===== src/rtl/rtc_cal_pkg.sv =====
package rtc_cal_pkg;
  localparam int REG_BYTES = 8;
  localparam int TIME_BYTES = 7;

  // BCD increment of a two-digit byte
  function automatic logic [7:0] bcd_inc(input logic [7:0] v);
    if (v[3:0] >= 4'd9) return {v[7:4] + 4'd1, 4'd0};
    return {v[7:4], v[3:0] + 4'd1};
  endfunction

  // two-digit BCD year divisible by four
  function automatic logic bcd_leap(input logic [7:0] yr);
    return yr[1:0] == {yr[4], 1'b0};
  endfunction

  function automatic logic [5:0] month_end(input logic [4:0] mon, input logic [7:0] yr);
    case (mon)
      5'h02: return bcd_leap(yr) ? 6'h29 : 6'h28;
      5'h04, 5'h06, 5'h09, 5'h11: return 6'h30;
      default: return 6'h31;
    endcase
  endfunction
endpackage


===== src/rtl/rtc_cal_prescaler.sv =====
module rtc_cal_prescaler #(
  parameter int TICKS_PER_SEC = 32768
) (
  input  logic clk,
  input  logic rst,
  input  logic tick_i,
  input  logic run_i,
  input  logic clr_i,
  output logic step_o
);
  localparam int CW = (TICKS_PER_SEC > 1) ? $clog2(TICKS_PER_SEC) : 1;
  localparam logic [CW-1:0] LAST = CW'(TICKS_PER_SEC - 1);

  logic [CW-1:0] cnt_q;

  assign step_o = tick_i && run_i && (cnt_q == LAST);

  always_ff @(posedge clk) begin
    if (rst || clr_i) cnt_q <= '0;
    else if (tick_i && run_i) cnt_q <= (cnt_q == LAST) ? '0 : cnt_q + 1'b1;
  end

  assert_clear_zero_R11: assert property (@(posedge clk) disable iff (rst)
    clr_i |=> cnt_q == '0);
  assert_idle_hold_R3: assert property (@(posedge clk) disable iff (rst)
    (!tick_i && !clr_i) |=> $stable(cnt_q));
  assert_after_step_R3: assert property (@(posedge clk) disable iff (rst)
    step_o |=> cnt_q == '0);
endmodule


===== src/rtl/rtc_cal_advance.sv =====
module rtc_cal_advance
  import rtc_cal_pkg::*;
(
  input  logic [TIME_BYTES-1:0][7:0] cur_i,
  output logic [TIME_BYTES-1:0][7:0] nxt_o
);
  // carry[k] enters field k; seconds and minutes share one structure
  logic [2:0] carry;
  logic       day_c, mon_c, yr_c;
  logic [5:0] last_day;

  assign carry[0] = 1'b1;

  genvar k;
  generate
    for (k = 0; k < 2; k++) begin : g_sixty
      logic at_max;
      assign at_max = cur_i[k][6:0] == 7'h59;
      assign carry[k+1] = carry[k] && at_max;
      assign nxt_o[k] = !carry[k] ? cur_i[k] :
                        at_max    ? {cur_i[k][7], 7'h00} :
                                    {cur_i[k][7], bcd_inc({1'b0, cur_i[k][6:0]})[6:0]};
    end
  endgenerate

  always_comb begin
    nxt_o[6:2] = cur_i[6:2];
    day_c = 1'b0;
    mon_c = 1'b0;
    yr_c  = 1'b0;
    last_day = month_end(cur_i[5][4:0], cur_i[6]);
    if (carry[2]) begin
      if (cur_i[2][6]) begin
        if (cur_i[2][4:0] == 5'h12) nxt_o[2] = {cur_i[2][7:5], 5'h01};
        else if (cur_i[2][4:0] == 5'h11) begin
          nxt_o[2] = {cur_i[2][7:6], ~cur_i[2][5], 5'h12};
          day_c = cur_i[2][5];
        end else nxt_o[2] = {cur_i[2][7:5], bcd_inc({3'b0, cur_i[2][4:0]})[4:0]};
      end else begin
        if (cur_i[2][5:0] == 6'h23) begin
          nxt_o[2] = {cur_i[2][7:6], 6'h00};
          day_c = 1'b1;
        end else nxt_o[2] = {cur_i[2][7:6], bcd_inc({2'b0, cur_i[2][5:0]})[5:0]};
      end
    end
    if (day_c) begin
      nxt_o[3] = (cur_i[3][2:0] >= 3'd7) ? 8'h01 : {5'b0, cur_i[3][2:0] + 3'd1};
      if (cur_i[4][5:0] == last_day) begin
        nxt_o[4] = 8'h01;
        mon_c = 1'b1;
      end else nxt_o[4] = {2'b0, bcd_inc({2'b0, cur_i[4][5:0]})[5:0]};
    end
    if (mon_c) begin
      if (cur_i[5][4:0] == 5'h12) begin
        nxt_o[5] = 8'h01;
        yr_c = 1'b1;
      end else nxt_o[5] = {3'b0, bcd_inc({3'b0, cur_i[5][4:0]})[4:0]};
    end
    if (yr_c) nxt_o[6] = (cur_i[6] == 8'h99) ? 8'h00 : bcd_inc(cur_i[6]);
  end
endmodule


===== src/rtl/rtc_calendar.sv =====
module rtc_calendar
  import rtc_cal_pkg::*;
#(
  parameter int TICKS_PER_SEC = 32768,
  parameter int NREG = REG_BYTES,
  parameter int IDX_W = $clog2(REG_BYTES)
) (
  input  logic             clk,
  input  logic             rst,
  input  logic             tick_i,
  input  logic             host_we_i,
  input  logic [IDX_W-1:0] host_idx_i,
  input  logic [7:0]       host_wdata_i,
  output logic [7:0]       host_rdata_o
);
  localparam logic [IDX_W-1:0] SEC_IDX = '0;

  logic [NREG-1:0][7:0]       rf;
  logic [TIME_BYTES-1:0][7:0] cur_t, nxt_t;
  logic                       step, sec_wr;

  assign sec_wr = host_we_i && (host_idx_i == SEC_IDX);
  assign cur_t  = rf[TIME_BYTES-1:0];

  rtc_cal_prescaler #(.TICKS_PER_SEC(TICKS_PER_SEC)) u_presc (
    .clk(clk), .rst(rst), .tick_i(tick_i), .run_i(!rf[0][7]),
    .clr_i(sec_wr), .step_o(step)
  );

  rtc_cal_advance u_adv (.cur_i(cur_t), .nxt_o(nxt_t));

  always_ff @(posedge clk) begin
    if (rst) begin
      for (int i = 0; i < NREG; i++) rf[i] <= 8'h00;
      rf[0] <= 8'h80;
      rf[3] <= 8'h01;
      rf[4] <= 8'h01;
      rf[5] <= 8'h01;
      host_rdata_o <= 8'h00;
    end else begin
      if (step) rf[TIME_BYTES-1:0] <= nxt_t;
      if (host_we_i) rf[host_idx_i] <= host_wdata_i;
      host_rdata_o <= rf[host_idx_i];
    end
  end

  assert_halt_frozen_R2: assert property (@(posedge clk) disable iff (rst)
    (rf[0][7] && !host_we_i) |=> $stable(rf));
  assert_quiet_stable_R3: assert property (@(posedge clk) disable iff (rst)
    (!tick_i && !host_we_i) |=> $stable(rf));
  assert_hour_bound_R5: assert property (@(posedge clk) disable iff (rst)
    (step && !host_we_i && !rf[2][6] && rf[2][5:0] <= 6'h23) |=> rf[2][5:0] <= 6'h23);
  assert_date_nonzero_R8: assert property (@(posedge clk) disable iff (rst)
    (step && !host_we_i && rf[4] != 8'h00) |=> rf[4] != 8'h00);
  assert_dow_range_R7: assert property (@(posedge clk) disable iff (rst)
    (step && !host_we_i && rf[3][2:0] != 3'd0) |=> rf[3][2:0] != 3'd0);
endmodule


===== config.mk =====
export PLATFORM = sky130hd
export DESIGN_NAME = rtc_calendar
export DESIGN_NICKNAME = d
export VERILOG_FILES = /design/src/rtl/rtc_cal_pkg.sv /design/src/rtl/rtc_cal_prescaler.sv /design/src/rtl/rtc_cal_advance.sv /design/src/rtl/rtc_calendar.sv
export SDC_FILE = /design/constraint.sdc
export NUM_CORES = 1
export LEC_CHECK = 0
export BUFFER_PORTS_ARGS = -buffer_cell sky130_fd_sc_hd__buf_4
export CAP_MARGIN = 0
export CORE_MARGIN = 8
export CORE_UTILIZATION = 50
export CTS_BUF_LIST = sky130_fd_sc_hd__clkbuf_16
export DETAILED_ROUTE_END_ITERATION = 10
export PLACE_DENSITY = 0.64
export SKIP_LAST_GASP = 1
export SLEW_MARGIN = 20
export SYNTH_ARGS = -nofsm -noshare
export SYNTH_HDL_FRONTEND = slang
export SYNTH_HIERARCHICAL = 1
export SYNTH_SLANG_ARGS = --single-unit

===== constraint.sdc =====
create_clock -name clk -period 3.4 [get_ports clk]
set_clock_uncertainty 0.1 [all_clocks]
set_input_delay 0.68 -clock clk [delete_from_list [all_inputs] [get_ports clk]]
set_output_delay 0.68 -clock clk [all_outputs]
set_load 0.02 [all_outputs]

### Word level (Yosys, flattened, before mapping)

Index checks and enable logic that the tools add are counted.

* register bits: 87
* input bits: 15
* output and inout port bits: 8
* logic and storage cells: 126

* add/sub/neg operators: 15
* $lt $le $gt $ge: 9
* eq/ne operators: 15
* multiplexer cells: 67
* bitwise gates (word level): 1
* reduce and logical (&&, ||, !) cells: 9

Operators by type and width (number)
* $mux 56: 3
* $bwmux 64: 1
* $mux 7: 9
* $mux 8: 7
* $mux 6: 8
* $add 4x1->4 const B: 7
* $mux 1: 28
* $mux 5: 5
* $bmux 8 s3: 1
* $demux 8 s3: 1
* $ge 4x4->1 const B: 6
* $eq 5x5->1 const B: 4
* $mux 16: 1
* $add 15x1->15 const B: 1
* $eq 15x15->1 const B: 1
* $mux 15: 1
* $eq 7x7->1 const B: 2
* $pmux 6 s2: 1
* $eq 5x3->1 const B: 2
* $add 3x1->3 const B: 3
* $eq 8x8->1 const B: 1
* $eq 6x6->1: 1
* $eq 6x6->1 const B: 1
* $eq 5x2->1 const B: 1
* other kinds (14): 20

### Logic depth before layout (Yosys ltp)

* depth after elaboration: 15
* depth in mapped cells: 13
* gate-level depth less buffers: 12

### Hierarchy

The synthesis kept the hierarchy.

Modules (own cells, without submodules)
* rtc_calendar: instances 1, cells an instance 379, area each 3626.0 µm², sequential area each 1441.4 µm²
* rtc_cal_advance: instances 1, cells an instance 268, area each 1865.5 µm², sequential area each 0.0 µm²
* rtc_cal_prescaler: instances 1, cells an instance 82, area each 748.2 µm², sequential area each 300.3 µm²

### Worst setup path after synthesis

Ideal clock, no wire load.

* path type: reg2reg
* start point: reg rf (netlist bit cur_t[40])
* end point: reg rf (netlist bit cur_t[55])
* setup time: 0.086 ns
* arrival: 2.384 ns
* required time: 3.214 ns
* path slack: 0.830 ns
* stages on the path, launching flop included: 11
* buffers on the path: 1
* clock period less this slack: 2.570 ns
* path through: dfxtp_1 -> inv_1 -> ha_1 -> nor4b_4 -> mux2i_2 -> nand4_1 -> buf_2 -> a2111oi_2 -> o21bai_1 -> mux2i_1 -> a211oi_1

RTL lines
* from (decl): RTL line rtc_calendar.sv:18 `logic [NREG-1:0][7:0] rf;`
* from (signal, indexed assignment): RTL line rtc_calendar.sv:41 `if (step) rf[TIME_BYTES-1:0] <= nxt_t;`
* from (signal, indexed assignment): RTL line rtc_calendar.sv:42 `if (host_we_i) rf[host_idx_i] <= host_wdata_i;`

==> impl_results.md <==
- Status: finished clean
- Largest net degree at the start of global routing: 77
- Final setup fails: 0
- 1st-pass router iterations: 5
- Synth area leaders: dfxtp_1, mux2i_1, a211oi_1, ha_1, nor2_1
- Share of the synthesized area in the top cell type: 27.91%
- Synth cell count leaders: mux2i_1, nor2_1, dfxtp_1, a211oi_1, nand2_1
- Leakage: 2.373 nW
- Max Slew Vio Count: 0
- Max Cap Viol: 0
- Register area: 1742 sq um
- WL/cell: 18.19 um
- Ratio of final minimum period to clock period: 89.59%
- Worst-path maximum fanout: 14
- Prevailing post-synth register cell: dfxtp_1
- Crit path launch: cur_t[40]
- Peak VDD IR: 249.2 uV
- CTS Buf Count: 9
- Hold_ws: 0.3559 ns
- Port Buf Inserts: 22
- Hold-fix buffers, CTS: 0
- CTS tree: built
- Worst-Margin Slew: 0.9574 ns
- Die width: 127.7 um
- Total wire length: 16260 um
- FILL cells: 1169
- Core area: 12410 sq um
- Yosys cell types: 71
- Reg2Reg Launch Point: cur_t[40]
- Root buf cell: clkbuf_16
- Initial antenna violation count: 0
- Hold Path Class: reg2reg
- Final Hold Vio Count: 0
- Routability cong.: 0.8923
- Post-DP Area: 6441 sq um
- PwrDens: 342.7 nW/um^2
- # rows: 41
- Vias in the first global route: 5101
- Final cell count without fillers: 894
- CTS Sinks: 87
- Clk Latency, worst-skew pair: 0.35 ns
- Synth Cell Area: 6240 sq um
- Max-Slew Margin vs Limit: 35.48%
- Total power: 2.310 mW
- Via/cell ratio: 5.935
- Clk slew on worst S/H paths: 0.06 ns
- Maximum buffer depth of the clock tree: 2
- Min Tclk post-route: 3.046 ns
- Share of post-route cells with drive strength above 1: 11.50%
- Total I/O pin count: 23
- RSZ-0062 raised after global routing: no
- Die ar.: 16310 sq um
- Avg Cell Area, Syn: 8.559 sq um
- Starting Density: 50.26%
- Leading area contributor after synthesis: dfxtp_1
- Initial DRC Count: 474
- Ys Warns: 6
- TNS Setup: 0 ns
- Clock power share: 42.6%
- Worst slack at placement: 0.3031 ns
- Critical path endpoint category: flop
- WS Path Type: reg2reg
- Min-delay src: rf[63]
- Sequential power share: 47.0%
- NumNets Final: 764
- Area Growth Syn to Fin: 8.021%
- Fmax: 328.3 MHz
- Gate Count Post-Synth: 729
- CP arrival: 3.18 ns
- ANT cells: 0
- Inst Count DP: 879
- Post-DP HPWL: 11310 um
- Routed Antenna Nets: 0
- Global route total overflow: 0
- Sw Ratio: 26.22%
- Fraction of registers with async set/reset: 0%
- Setup bufs post-CTS: 0
- Die H: 127.7 um
- Net switching power: 0.6058 mW
- Vias post-DR: 5306
- Final instance area: 6740 sq um
- Comb power frac: 10.3%
- Crit path required time: 3.54 ns
- Total global-route track usage: 20.44%
- First-pass GRT wire length: 26620 um
- Post-Syn Nets: 775
- Setup crit start kind: flop
- H-Tree Depth: 3
- Number of synthesized flops with an enable pin: 0
- Internal Power: 1.704 mW
- Multi-input gate area: 4123 sq um
- Most common cell in the netlist: mux2i_1
- Seq/Total Area, Yosys: 27.91%
- Final worst slack: 0.3538 ns
- Post-route DRC: 0
- Seq cells post-synth: 87
- Final core occ: 54.29%
placed cells by master (no fill, tap or decap), types with 23 or more instances in the layout:
cell type / count
mux2i_1: 96
nor2_1: 95
dfxtp_1: 87
a211oi_1: 53
nand2_1: 47
buf_4: 34
ha_1: 31
inv_1: 26
a21oi_1: 23
what timing repair did:
action                                  4_1_cts  5_1_grt
hold endpoints to repair                      0        0
endpoints found under the setup margin        0        2
gates resized for setup                       0        1
worst max-delay path: stages (launching register included):
cell	delay, ns
dfxtp_1	0.37
inv_1	0.14
ha_1	0.22
nor4b_4	0.31
mux2i_2	0.39
o2111ai_4	0.33
a21oi_2	0.44
mux2i_1	0.14
mux2_2	0.28
mux2i_1	0.14
nand2b_1	0.07
power by group through the flow:
stage	clock (mW)	sequential [mW]	combinational, mW
global placement	0	1.11	0.229
floorplan	0	1.10	0.175
finish	0.985	1.09	0.239
global route	1.05	1.09	0.260
detailed placement	0	1.11	0.235
CTS	1.01	1.09	0.236
worst paths after layout:
check	end	slack [ns]	depth (start not counted)
setup / recovery	cur_t[40]	0.35	10
hold / removal	rf[63]	0.36	2
setup reg to reg	cur_t[40]	0.35	10
hold reg to reg	rf[63]	0.36	2
sequential cells by signal, summed over array words and instances (netlist names):
register	flops
cur_t	56
u_presc/cnt_q	15
host_rdata_o	8
rf	8
cells by family (layout without fill, tap and decap cells):
kind of cell	after synthesis	count (layout)	synth area share, %
adders and majority gates	31	31	6.216
muxes	106	106	17.24
and+or+nand+nor	253	253	21.38
DFF	87	87	27.91
xor gates and xnor gates	21	21	2.948
AOI/OAI and AO/OA	148	148	18.11
buffers and inverters	83	76	6.196
metal layers:
| metal | GRT usage (%) | routed length (um) |
|---|---|---|
| met1 | 26.48 | 7648 |
| met2 | 33.59 | 7608 |
| met3 | 3.536 | 683 |
| met4 | 6.923 | 322 |
| met5 | 0 | 0 |
cell type report:
class | instances | area share (%)
Sequential cell | 87 | 25.84
Inverter | 26 | 1.448
Clock inverter | 6 | 0.9282
Tap cell | 172 | 3.193
Clock buffer | 9 | 3.341
Multi-Input combinational cell | 559 | 61.17
Timing Repair Buffer | 35 | 4.084
(Power assumes the default switching activity.)
